[config.mk]
export PLATFORM = sky130hd
export DESIGN_NAME = tword_adapter
export DESIGN_NICKNAME = d
export VERILOG_FILES = /design/src/rtl/tw_pkg.sv /design/src/rtl/tw_seq.sv /design/src/rtl/tw_decode.sv /design/src/rtl/tw_pack.sv /design/src/rtl/tword_adapter.sv
export SDC_FILE = /design/constraint.sdc
export NUM_CORES = 1
export LEC_CHECK = 0
export BUFFER_PORTS_ARGS = -buffer_cell sky130_fd_sc_hd__buf_2
export CORE_ASPECT_RATIO = 1.2
export CORE_MARGIN = 5
export CORE_UTILIZATION = 35
export CTS_CLUSTER_SIZE = 30
export DETAILED_ROUTE_END_ITERATION = 8
export HOLD_SLACK_MARGIN = 0.15
export SYNTH_ARGS = -nofsm -noshare
export SYNTH_HDL_FRONTEND = slang
export SYNTH_SLANG_ARGS = --single-unit
[constraint.sdc]
create_clock -name clk -period 1.8 [get_ports clk]
set_input_delay 0.36 -clock clk [delete_from_list [all_inputs] [get_ports clk]]
set_output_delay 0.36 -clock clk [all_outputs]
set_load 0.02 [all_outputs]
[src/rtl/tw_pkg.sv]
package tw_pkg;

   typedef enum logic [1:0] {
      TW_IDLE  = 2'd0,
      TW_LEAD  = 2'd1,
      TW_TRAIL = 2'd2
   } tw_phase_e;

   // register pair selectors carried in the low command bits
   localparam logic [1:0] SEL_READING = 2'd0;
   localparam logic [1:0] SEL_CONFIG  = 2'd1;
   localparam logic [1:0] SEL_HYST    = 2'd2;
   localparam logic [1:0] SEL_OVERT   = 2'd3;

endpackage

[src/rtl/tw_seq.sv]
module tw_seq
   import tw_pkg::*;
#(
   parameter int CMD_W  = 8,
   parameter int WORD_W = 16
) (
   input  logic              clk,
   input  logic              rst_n,
   input  logic              cmd_valid,
   input  logic              cmd_we,
   input  logic              temp_sel,
   input  logic [CMD_W-1:0]  cmd_code,
   input  logic [WORD_W-1:0] wr_word,
   output tw_phase_e         phase,
   output logic              done,
   output logic [CMD_W-1:0]  cmd_q,
   output logic              we_q,
   output logic              temp_q,
   output logic [WORD_W-1:0] wdata_q
);

   tw_phase_e phase_q;
   logic      done_q;
   logic      accept;

   assign accept = cmd_valid && (phase_q == TW_IDLE);

   always_ff @(posedge clk or negedge rst_n) begin
      if (!rst_n) begin
         phase_q <= TW_IDLE;
         done_q  <= 1'b0;
         cmd_q   <= '0;
         we_q    <= 1'b0;
         temp_q  <= 1'b0;
         wdata_q <= '0;
      end else begin
         done_q <= 1'b0;
         unique case (phase_q)
            TW_IDLE: begin
               if (accept) begin
                  cmd_q   <= cmd_code;
                  we_q    <= cmd_we;
                  temp_q  <= temp_sel;
                  wdata_q <= wr_word;
                  phase_q <= TW_LEAD;
               end
            end
            TW_LEAD:  phase_q <= TW_TRAIL;
            TW_TRAIL: begin
               phase_q <= TW_IDLE;
               done_q  <= 1'b1;
            end
            default:  phase_q <= TW_IDLE;
         endcase
      end
   end

   assign phase = phase_q;
   assign done  = done_q;


   done_pulse_chk: assert property (@(posedge clk) disable iff (!rst_n)
      done_q |=> !done_q);


   done_after_trail_chk: assert property (@(posedge clk) disable iff (!rst_n)
      done_q |-> ($past(phase_q) == TW_TRAIL));


   lead_to_trail_chk: assert property (@(posedge clk) disable iff (!rst_n)
      (phase_q == TW_LEAD) |=> (phase_q == TW_TRAIL));


   cmd_hold_chk: assert property (@(posedge clk) disable iff (!rst_n)
      (phase_q != TW_IDLE && $past(phase_q) != TW_IDLE)
         |-> ($stable(cmd_q) && $stable(wdata_q) && $stable(we_q)));

endmodule

[src/rtl/tw_decode.sv]
module tw_decode
   import tw_pkg::*;
#(
   parameter int ADDR_W    = 8,
   parameter int TEMP_BASE = 'h50
) (
   input  logic              temp_sel,
   input  logic              is_write,
   input  logic [ADDR_W-1:0] cmd,
   output logic [ADDR_W-1:0] lead_addr,
   output logic [ADDR_W-1:0] trail_addr,
   output logic              lead_wr,
   output logic              trail_wr
);

   localparam logic [ADDR_W-1:0] A_RD_HI = ADDR_W'(TEMP_BASE);
   localparam logic [ADDR_W-1:0] A_RD_LO = ADDR_W'(TEMP_BASE + 1);
   localparam logic [ADDR_W-1:0] A_CFG   = ADDR_W'(TEMP_BASE + 2);
   localparam logic [ADDR_W-1:0] A_HY_HI = ADDR_W'(TEMP_BASE + 3);
   localparam logic [ADDR_W-1:0] A_HY_LO = ADDR_W'(TEMP_BASE + 4);
   localparam logic [ADDR_W-1:0] A_OT_HI = ADDR_W'(TEMP_BASE + 5);
   localparam logic [ADDR_W-1:0] A_OT_LO = ADDR_W'(TEMP_BASE + 6);

   always_comb begin
      lead_addr  = cmd;
      trail_addr = cmd;
      lead_wr    = 1'b0;
      trail_wr   = is_write;
      if (temp_sel) begin
         unique case (cmd[1:0])
            SEL_READING: begin
               lead_addr  = A_RD_HI;
               trail_addr = A_RD_LO;
               lead_wr    = is_write;
            end
            SEL_CONFIG: begin
               lead_addr  = A_CFG;
               trail_addr = A_CFG;
            end
            SEL_HYST: begin
               lead_addr  = A_HY_HI;
               trail_addr = A_HY_LO;
               lead_wr    = is_write;
            end
            default: begin
               lead_addr  = A_OT_HI;
               trail_addr = A_OT_LO;
               lead_wr    = is_write;
            end
         endcase
      end
   end

endmodule

[src/rtl/tw_pack.sv]
module tw_pack #(
   parameter int  BYTE_W    = 8,
   parameter bit  SWAP_WORD = 1'b1,
   localparam int WORD_W    = 2 * BYTE_W
) (
   input  logic              clk,
   input  logic              rst_n,
   input  logic              cap_lead,
   input  logic              cap_trail,
   input  logic [BYTE_W-1:0] rdata,
   output logic [WORD_W-1:0] rd_word
);

   logic [BYTE_W-1:0] lead_q;
   logic [WORD_W-1:0] word_q;
   logic [WORD_W-1:0] joined;

   generate
      if (SWAP_WORD) begin : g_swap
         assign joined = {rdata, lead_q};
      end else begin : g_straight
         assign joined = {lead_q, rdata};
      end
   endgenerate

   always_ff @(posedge clk or negedge rst_n) begin
      if (!rst_n) begin
         lead_q <= '0;
         word_q <= '0;
      end else begin
         if (cap_lead)  lead_q <= rdata;
         if (cap_trail) word_q <= joined;
      end
   end

   assign rd_word = word_q;

endmodule

[src/rtl/tword_adapter.sv]
module tword_adapter
   import tw_pkg::*;
#(
   parameter int ADDR_W    = 8,
   parameter int BYTE_W    = 8,
   parameter int TEMP_BASE = 'h50,
   parameter bit SWAP_WORD = 1'b1
) (
   input  logic                clk,
   input  logic                rst_n,
   input  logic                cmd_valid,
   input  logic                cmd_we,
   input  logic                temp_sel,
   input  logic [ADDR_W-1:0]   cmd_code,
   input  logic [2*BYTE_W-1:0] wr_word,
   output logic                busy,
   output logic                done,
   output logic [2*BYTE_W-1:0] rd_word,
   output logic [ADDR_W-1:0]   reg_addr,
   output logic [BYTE_W-1:0]   reg_wdata,
   output logic                reg_we,
   output logic                reg_re,
   input  logic [BYTE_W-1:0]   reg_rdata
);

   localparam int WORD_W = 2 * BYTE_W;

   generate
      if (ADDR_W < 3) begin : g_bad_addr
         $error("tword_adapter: ADDR_W too small for the register pair map");
      end
      if (BYTE_W < 1) begin : g_bad_byte
         $error("tword_adapter: BYTE_W must be positive");
      end
      if (TEMP_BASE < 0 || TEMP_BASE + 6 >= (1 << ADDR_W)) begin : g_bad_base
         $error("tword_adapter: temperature window exceeds address space");
      end
   endgenerate

   tw_phase_e          phase;
   logic [ADDR_W-1:0]  cmd_q;
   logic               we_q;
   logic               temp_q;
   logic [WORD_W-1:0]  wdata_q;
   logic [ADDR_W-1:0]  lead_addr;
   logic [ADDR_W-1:0]  trail_addr;
   logic               lead_wr;
   logic               trail_wr;
   logic               in_lead;
   logic               in_trail;

   tw_seq #(.CMD_W(ADDR_W), .WORD_W(WORD_W)) u_seq (
      .clk       (clk),
      .rst_n     (rst_n),
      .cmd_valid (cmd_valid),
      .cmd_we    (cmd_we),
      .temp_sel  (temp_sel),
      .cmd_code  (cmd_code),
      .wr_word   (wr_word),
      .phase     (phase),
      .done      (done),
      .cmd_q     (cmd_q),
      .we_q      (we_q),
      .temp_q    (temp_q),
      .wdata_q   (wdata_q)
   );

   tw_decode #(.ADDR_W(ADDR_W), .TEMP_BASE(TEMP_BASE)) u_dec (
      .temp_sel   (temp_q),
      .is_write   (we_q),
      .cmd        (cmd_q),
      .lead_addr  (lead_addr),
      .trail_addr (trail_addr),
      .lead_wr    (lead_wr),
      .trail_wr   (trail_wr)
   );

   assign in_lead  = (phase == TW_LEAD);
   assign in_trail = (phase == TW_TRAIL);
   assign busy     = in_lead || in_trail;

   assign reg_addr  = in_lead ? lead_addr : trail_addr;
   assign reg_wdata = in_lead ? wdata_q[WORD_W-1:BYTE_W] : wdata_q[BYTE_W-1:0];
   assign reg_we    = (in_lead && lead_wr) || (in_trail && trail_wr);
   assign reg_re    = busy && !we_q;

   tw_pack #(.BYTE_W(BYTE_W), .SWAP_WORD(SWAP_WORD)) u_pack (
      .clk       (clk),
      .rst_n     (rst_n),
      .cap_lead  (in_lead && !we_q),
      .cap_trail (in_trail && !we_q),
      .rdata     (reg_rdata),
      .rd_word   (rd_word)
   );


   rd_hold_chk: assert property (@(posedge clk) disable iff (!rst_n)
      !$stable(rd_word) |-> done);


   we_in_window_chk: assert property (@(posedge clk) disable iff (!rst_n)
      reg_we |-> busy);


   pair_write_chk: assert property (@(posedge clk) disable iff (!rst_n)
      (reg_we && in_lead) |=> (reg_we && reg_addr == $past(reg_addr) + 1'b1));


   idle_on_done_chk: assert property (@(posedge clk) disable iff (!rst_n)
      done |-> !busy);

endmodule

After elaboration in Yosys (flattened, before gate mapping)
Cells that the tools add are included.
{ "classes": {"mux": 11, "n_reduce_logical": 12, "eq_ne": 5} }
{ "op_table": {"columns": ["operator", "count"], "rows": [
  ["2-to-1 mux 8 bit", 4],
  ["one-hot mux 3 bit (3 select lines)", 2],
  ["logical AND 1 bit", 6],
  ["equality test 2 x 1 -> 1 bit, second input constant", 2],
  ["equality test 2 bit, second input constant", 2],
  ["zero test 2 bit", 2],
  ["one-hot mux 2 bit (2 select lines)", 1],
  ["2-to-1 mux 1 bit", 3],
  ["logical OR 1 bit", 2],
  ["2-to-1 mux 2 bit", 1],
  ["!= test 2 x 1 -> 1 bit, second input constant", 1],
  ["AND reduction 2 bit", 1],
  ["zero test 1 bit", 1]
]} }
{ "totals": {"regBits": 53, "word_cells": 36} }

Logic depth before layout (Yosys ltp)
Gate-level depths: netlist of run 1.
{ "logic_depth": {"depth_word": 5, "mapped_depth": 6} }

Hierarchy
From an unflattened synthesis of run 1, not the netlist that was laid out.
{ "hier_totals": {"hier_cells": 173, "area_unflattened_um2": 2660.1} }
{ "modules_own_cells": {"columns": ["module", "n_inst", "cells_per_inst", "area_per_inst_um2", "seq_area_each_um2"], "rows": [
  ["tw_seq", 1, 61, 1167.4, 725.7],
  ["tw_pack", 1, 51, 944.7, 600.6],
  ["tword_adapter", 1, 28, 322.8, 0.0],
  ["tw_decode", 1, 33, 225.2, 0.0]
]} }

Worst setup path before layout of run 1
Ideal clock, no wire load.
{ "synth_timing": {"path_type": "register to output", "from": "reg u_seq.phase_q[1] (netlist: u_seq.phase[1])", "to": "out reg_addr[0]", "path_stages_with_launch": 6, "arrival_ps": 1319, "path_buffers": 1, "slack_ps": 121, "path_cell_list": "dfrtp_1 -> inv_1 -> ha_1 -> buf_4 -> mux2i_1 -> a21oi_1"} }
{ "synth_between": {"elab_chain_len": 2} }
{ "synth_lines": {"columns": ["element", "line", "text"], "rows": [
  ["start, declared", "tw_seq.sv:22", "tw_phase_e phase_q;"],
  ["start signal, assigned", "tw_seq.sv:30", "phase_q <= TW_IDLE;"],
  ["start signal, assigned", "tw_seq.sv:45", "phase_q <= TW_LEAD;"],
  ["start signal, assigned", "tw_seq.sv:48", "TW_LEAD: phase_q <= TW_TRAIL;"],
  ["equality test 2 x 1 -> 1 bit", "tword_adapter.sv:78", "assign in_lead = (phase == TW_LEAD);"],
  ["2-to-1 mux 8 bit", "tword_adapter.sv:82", "assign reg_addr = in_lead ? lead_addr : trail_addr;"],
  ["end, declared", "tword_adapter.sv:19", "output logic [ADDR_W-1:0] reg_addr,"]
]} }
No other way between the ends.

Worst setup path after layout of run 1
{ "layout_timing": {"from": "reg u_seq.phase_q[0] (netlist: u_seq.phase[0])", "to": "out reg_we"} }
{ "layout_between": {"elab_chain_len": 3} }
{ "layout_lines": {"columns": ["element", "line", "text"], "rows": [
  ["equality test 2 x 1 -> 1 bit / equality test 2 bit (equally long branches)", "tword_adapter.sv:78, tword_adapter.sv:79", null],
  ["logical AND 1 bit", "tword_adapter.sv:84", "assign reg_we = (in_lead && lead_wr) || (in_trail && trail_wr);"],
  ["logical OR 1 bit (*)", "tword_adapter.sv:84", null],
  ["end, declared", "tword_adapter.sv:21", "output logic reg_we,"]
]} }
Mark *: on every way between the ends. The rest lies on a longest branch, timed or not.

==> results of run 1 <==
-- state kept, by name (all words and copies together) (netlist names) --
register	cells
u_pack.lead_q	8
u_pack.rd_word	16
u_seq.cmd_q	8
u_seq.done	1
u_seq.phase	2
u_seq.temp_q	1
u_seq.wdata_q	16
u_seq.we_q	1
-- cells in the final DEF, fill, tap and decap left out, types with 3 or more instances in the layout --
master,count
a21oi_1,3
buf_12,4
buf_2,60
buf_4,7
buf_6,10
clkbuf_8,5
dfrtp_1,51
ha_1,6
inv_1,3
mux2_2,43
mux2_4,17
mux2i_1,3
nor2_1,3
nor2b_1,3
-- kinds of logic (layout without fill, tap and decap cells) --
kind of cell,after synthesis,in the layout,synth area share (%)
flops,53,53,56.4
buf+inv,11,94,3.62
simple gates,14,14,3.67
mux,63,63,31.6
compound gates,4,4,0.958
fa+ha+maj,7,7,3.73
-- per-layer routing --
metal / up-vias / part of all wire [%] / track usage, % / wire, um
met5: - / 0 / 0 / 0
met4: 0 / 0.33 / 2.92 / 15
met3: 2 / 9.0 / 4.11 / 404
met2: 60 / 47 / 18.1 / 2100
met1: 709 / 44 / 14.5 / 1960
li1: 685 / - / - / -
-- cell type report --
cell class	instances	share of cell area [%]
Timing Repair Buffer	82	18.1
Inverter	4	0.489
Clock buffer	5	2.24
Multi-Input combinational cell	88	31.9
Clock inverter	3	0.570
Tap cell	85	3.46
Sequential cell	53	43.3
-- stage by stage --
step / cells / util (%)
after floorplan: 152 / -
after global placement: 306 / 43.6
after detailed placement: 306 / 43.6
after CTS: 319 / 47.0
after global routing: 320 / 47.3
final: 320 / 47.3
-- cell usage after synthesis --
cell type | number | area share [%]
a21oi_1 | 3 | 0.64
nor2b_1 | 3 | 0.80
ha_1 | 7 | 3.7
and2b_1 | 1 | 0.32
buf_4 | 1 | 0.32
clkbuf_1 | 1 | 0.16
and3b_1 | 1 | 0.37
nor2b_2 | 1 | 0.37
nand2b_1 | 2 | 0.53
dfrtp_1 | 53 | 56
mux2_2 | 50 | 24
inv_1 | 4 | 0.64
nor2_1 | 3 | 0.48
buf_2 | 1 | 0.21
mux2_4 | 10 | 6.4
o21a_1 | 1 | 0.32
buf_12 | 1 | 0.85
mux2i_1 | 3 | 1.3
or2_2 | 2 | 0.53
buf_6 | 3 | 1.4
nand2_2 | 1 | 0.27
-- worst max-delay path: cells and delay by family (launching register included) --
family                   cells  cell delay (ps)
flip-flops                   1              430
buffers and inverters        2              260
adder cells (fa/ha/maj)      1              190
AO/OA/AOI/OAI                1              180
AND/OR/NAND/NOR              1              190
-- timing repair --
| action | 4_1_cts | 5_1_grt |
|---|---|---|
| pin swaps | 4 | 0 |
| setup endpoints to repair | 12 | 13 |
| setup buffers | 5 | 1 |
| gates resized for setup | 29 | 6 |
| endpoints found under the hold margin | 53 | 0 |
| hold buffers | 1 | 0 |
-- power breakdown --
part / total, mW / internal, mW / switching, mW
clock network: 0.657 / 0.269 / 0.387
logic: 3.33 / 1.83 / 1.51
registers: 2.18 / 1.81 / 0.371
total: 6.17 / 3.90 / 2.27
-- how the worst max path moves through the flow --
stage / slack [ps] / cells past startpoint / to
finish: -100 / 5 / reg_we
global route: -180 / 6 / reg_addr[1]
CTS: -140 / 5 / reg_we
detailed placement: 60 / 5 / reg_wdata[6]
global placement: 120 / 5 / reg_wdata[4]
floorplan: 120 / 5 / reg_addr[0]
==> impl_metrics.json, run 1 <==
{
  "crit_start": "u_seq.phase[0]",
  "synth_nets": 196,
  "dieWidth_um": 84.8,
  "grt_max_degree": 54,
  "dr.first_iter.drc_count": 14,
  "avgSynthCellArea_um2": 15.5,
  "grt_pass1_wl_um": 7850,
  "synth_cells": 152,
  "power_mw": 6.17,
  "ant_nets": 0,
  "timing.final.crit_share_pct": 106,
  "path_class": "reg2out",
  "cpMostUsedCell": "buf_6",
  "synth_seq_cells": 53,
  "fp-row-count": 32,
  "power_leakage_nw": 1.48,
  "end_kind": "primary output",
  "setup-violations-final": 13,
  "vias": 1456,
  "synth_seq_area_share_pct": 56.4,
  "rr_startpoint": "u_seq.phase[0]",
  "drc_errors": 0,
  "die_y_um": 99.8,
  "tightest_slew_ps": 405,
  "syn_area_um2": 2350,
  "area_growth_pct": 30.6,
  "core_area_um2": 6490,
  "place.gp.congestion": 0.679,
  "cts_buffers": 5,
  "ys_types": 21,
  "wl_um": 4480,
  "io_buffers": 72,
  "crit_fanout": 6,
  "placed_area_um2": 2830,
  "viasPerCell": 4.55,
  "grt_usage_pct": 11.3,
  "ff_latch_area_um2": 1330,
  "clock-sinks": 53,
  "slew_violations": 0,
  "drive_gt1_share_pct": 66.8,
  "grt_pass1_vias": 1640,
  "final_area_um2": 3070,
  "dp_slack_ps": 64.8,
  "die_area_um2": 8460,
  "dr.pass1.iters": 2,
  "layout.nets": 278,
  "fin_ws_ps": -104,
  "fin_skew_ps": 6.23,
  "hold-worst-slack_ps": 281,
  "tritoncts": "built",
  "cts_buffer_depth": 2,
  "max_stage_delay_ps": 430,
  "io_pins": 73,
  "multiInputGateArea_um2": 978,
  "cp.required_ps": 1440,
  "rrSetupSlack_ps": 120,
  "htreeDepth": 2,
  "slowest_stage": "dfrtp_1",
  "hold_violations": 0,
  "min_from": "wr_word[10]",
  "min_path_cells": 2,
  "maxCapViolCount": 0,
  "wire_per_inst_um": 14.0,
  "tns_ps": -788,
  "yosysWarningCount": 0,
  "outcome": "finished, violations left",
  "slew_headroom_pct": 73.0,
  "cp.arrival_ps": 1540,
  "min_to": "u_seq.wdata_q[10]",
  "grt_antenna_before_repair": 0,
  "clkLatencyLatePin_ps": 300,
  "antennaDiodeCount": 0,
  "clock-root-buffer": "clkbuf_8",
  "failed_checks": "negative setup slack",
  "dp.final_hpwl_um": 3060,
  "path_cells": "ha_4 -> buf_6 -> and3b_1 -> o21a_1 -> buf_6",
  "post-route-min-period_ps": 1900,
  "power.density_nw_per_um2": 2010,
  "reg2reg_depth": 5,
  "grt_overflow": 0,
  "r2r_end": "u_pack.lead_q[1]",
  "rsz0062_at_grt": "true",
  "ir_worst_vdd_mv": 1.07,
  "fillers": 615,
  "clk_pin_slew_ps": 100,
  "cp-start-kind": "flop",
  "min_path_type": "in2reg",
  "initial_utilization_pct": 36.2,
  "max_freq_mhz": 525
}
(Power assumes the default switching activity.)
==> run 2, diff against run 1 <==
- REMOVE_ABC_BUFFERS: unset -> 1
==> impl_metrics.json, run 2 (same netlist as run 1, synthesis figures left out) <==
{
  "wl_met2_um": 2050,
  "io_pins": 73,
  "area_growth_pct": 27.9,
  "layout.nets": 279,
  "rsz0062_at_grt": "true",
  "ant_nets": 0,
  "grt_usage_pct": 11.2,
  "initial_utilization_pct": 36.2,
  "clk_pin_slew_ps": 90,
  "cp-start-kind": "flop",
  "io_buffers": 72,
  "timing.final.crit_share_pct": 105,
  "grt_overflow": 0,
  "dr.first_iter.drc_count": 21,
  "vias": 1427,
  "dp_slack_ps": 103,
  "fin_skew_ps": 7.31,
  "crit_fanout": 4,
  "top_layer": "met4",
  "power.density_nw_per_um2": 1990,
  "rr_startpoint": "u_seq.phase[0]",
  "drc_errors": 0,
  "cts_buffer_depth": 2,
  "hold_violations": 0,
  "slew_headroom_pct": 74.6,
  "grt_antenna_before_repair": 0,
  "path_class": "reg2out",
  "core_area_um2": 6490,
  "final_cell_mix": "70 x buf_2, 53 x dfrtp_1, 50 x mux2_2",
  "slew_violations": 0,
  "outcome": "finished, violations left",
  "wl_met1_um": 2070,
  "maxCapViolCount": 0,
  "htreeDepth": 2,
  "grt_pass1_wl_um": 7770,
  "grt_pass1_vias": 1609,
  "ir_worst_vdd_mv": 0.796,
  "power_leakage_nw": 1.44,
  "dp.final_hpwl_um": 3250,
  "cts_buffers": 5,
  "rrSetupSlack_ps": 130,
  "min_path_type": "in2reg",
  "fin_ws_ps": -97.9,
  "placed_area_um2": 2840,
  "die_area_um2": 8460,
  "reg2reg_depth": 6,
  "post-route-min-period_ps": 1900,
  "power_mw": 5.98,
  "clkLatencyLatePin_ps": 300,
  "r2r_end": "u_pack.rd_word[15]",
  "tritoncts": "built",
  "cp.arrival_ps": 1540,
  "viasPerCell": 4.45,
  "layout_commonest_cell": "buf_2",
  "dieWidth_um": 84.8,
  "end_kind": "primary output",
  "fp-row-count": 32,
  "antennaDiodeCount": 0,
  "drive_gt1_share_pct": 66.1,
  "hold-worst-slack_ps": 287,
  "wl_um": 4450,
  "cp.required_ps": 1440,
  "clock-sinks": 53,
  "grt_max_degree": 54,
  "failed_checks": "negative setup slack",
  "final_area_um2": 3010,
  "endpoint": "reg_we",
  "wire_per_inst_um": 13.9,
  "dr.pass1.iters": 3,
  "fillers": 626,
  "crit_start": "u_seq.phase[0]",
  "post-route-util_pct": 46.4,
  "dr_wl_met3_um": 317,
  "place.gp.congestion": 0.725,
  "clock-root-buffer": "clkbuf_8",
  "max_freq_mhz": 527,
  "tightest_slew_ps": 382,
  "die_y_um": 99.8,
  "setup-violations-final": 13
}
run 2: cell count changes in the layout (fill, tap and decap cells not counted), sizes merged:
cell | before | now
clkinvlp | 1 | 0
bufinv | 0 | 1
clkinv | 2 | 0
clkbuf | 5 | 7
buf | 81 | 82
run 2: worst min path at each step:
stage,cells after the start,startpoint,endpoint,slack [ps]
2_1_floorplan,0,rst_n,u_pack.lead_q[0],60
3_3_place_gp,2,rst_n,u_seq.wdata_q[7],380
3_5_place_dp,2,rst_n,u_seq.wdata_q[13],380
4_1_cts,2,cmd_code[3],u_seq.cmd_q[3],270
5_1_grt,2,cmd_code[3],u_seq.cmd_q[3],270
6_report,2,cmd_code[3],u_seq.cmd_q[3],290
run 2: area by class of cell:
type | count | area, um^2 | area share (%)
Sequential cell | 53 | 1330 | 44.1
Multi-Input combinational cell | 88 | 952 | 31.7
Timing Repair Buffer | 83 | 492 | 16.3
Tap cell | 85 | 106 | 3.54
Clock buffer | 7 | 86.3 | 2.87
Clock inverter | 1 | 30.0 | 0.998
Inverter | 4 | 15.0 | 0.499
run 2: metrics by stage:
stage | instances | setup TNS, ps
floorplan | 145 | -36.1
CTS | 321 | -1360
global route | 321 | -2190
detailed placement | 309 | 0
finish | 321 | -979
global placement | 309 | 0
run 2: power breakdown:
group          switching [mW]  total (mW)  internal, mW
Sequential              0.360        2.16          1.80
Combinational            1.45        3.01          1.55
Clock                   0.356       0.810         0.453
Total                    2.17        5.98          3.81
run 2: critical path: stages (launching register included):
cell	delay (ps)
dfrtp_1	430
ha_4	190
buf_4	150
and3b_1	180
o21a_1	180
buf_6	130
run 2: metal layers:
metal	GRT usage [%]	vias up
met3	3.37	2
met4	2.92	0
met1	15.0	686
li1	-	685
met2	17.9	54
met5	0	-
run 2: what timing repair did:
action                                  4_1_cts  5_1_grt
pin swaps                                     1        1
gates resized for setup                       6        1
hold buffers                                  1        0
hold endpoints to repair                     53        0
endpoints found under the setup margin       12       13
setup buffers                                 3        0
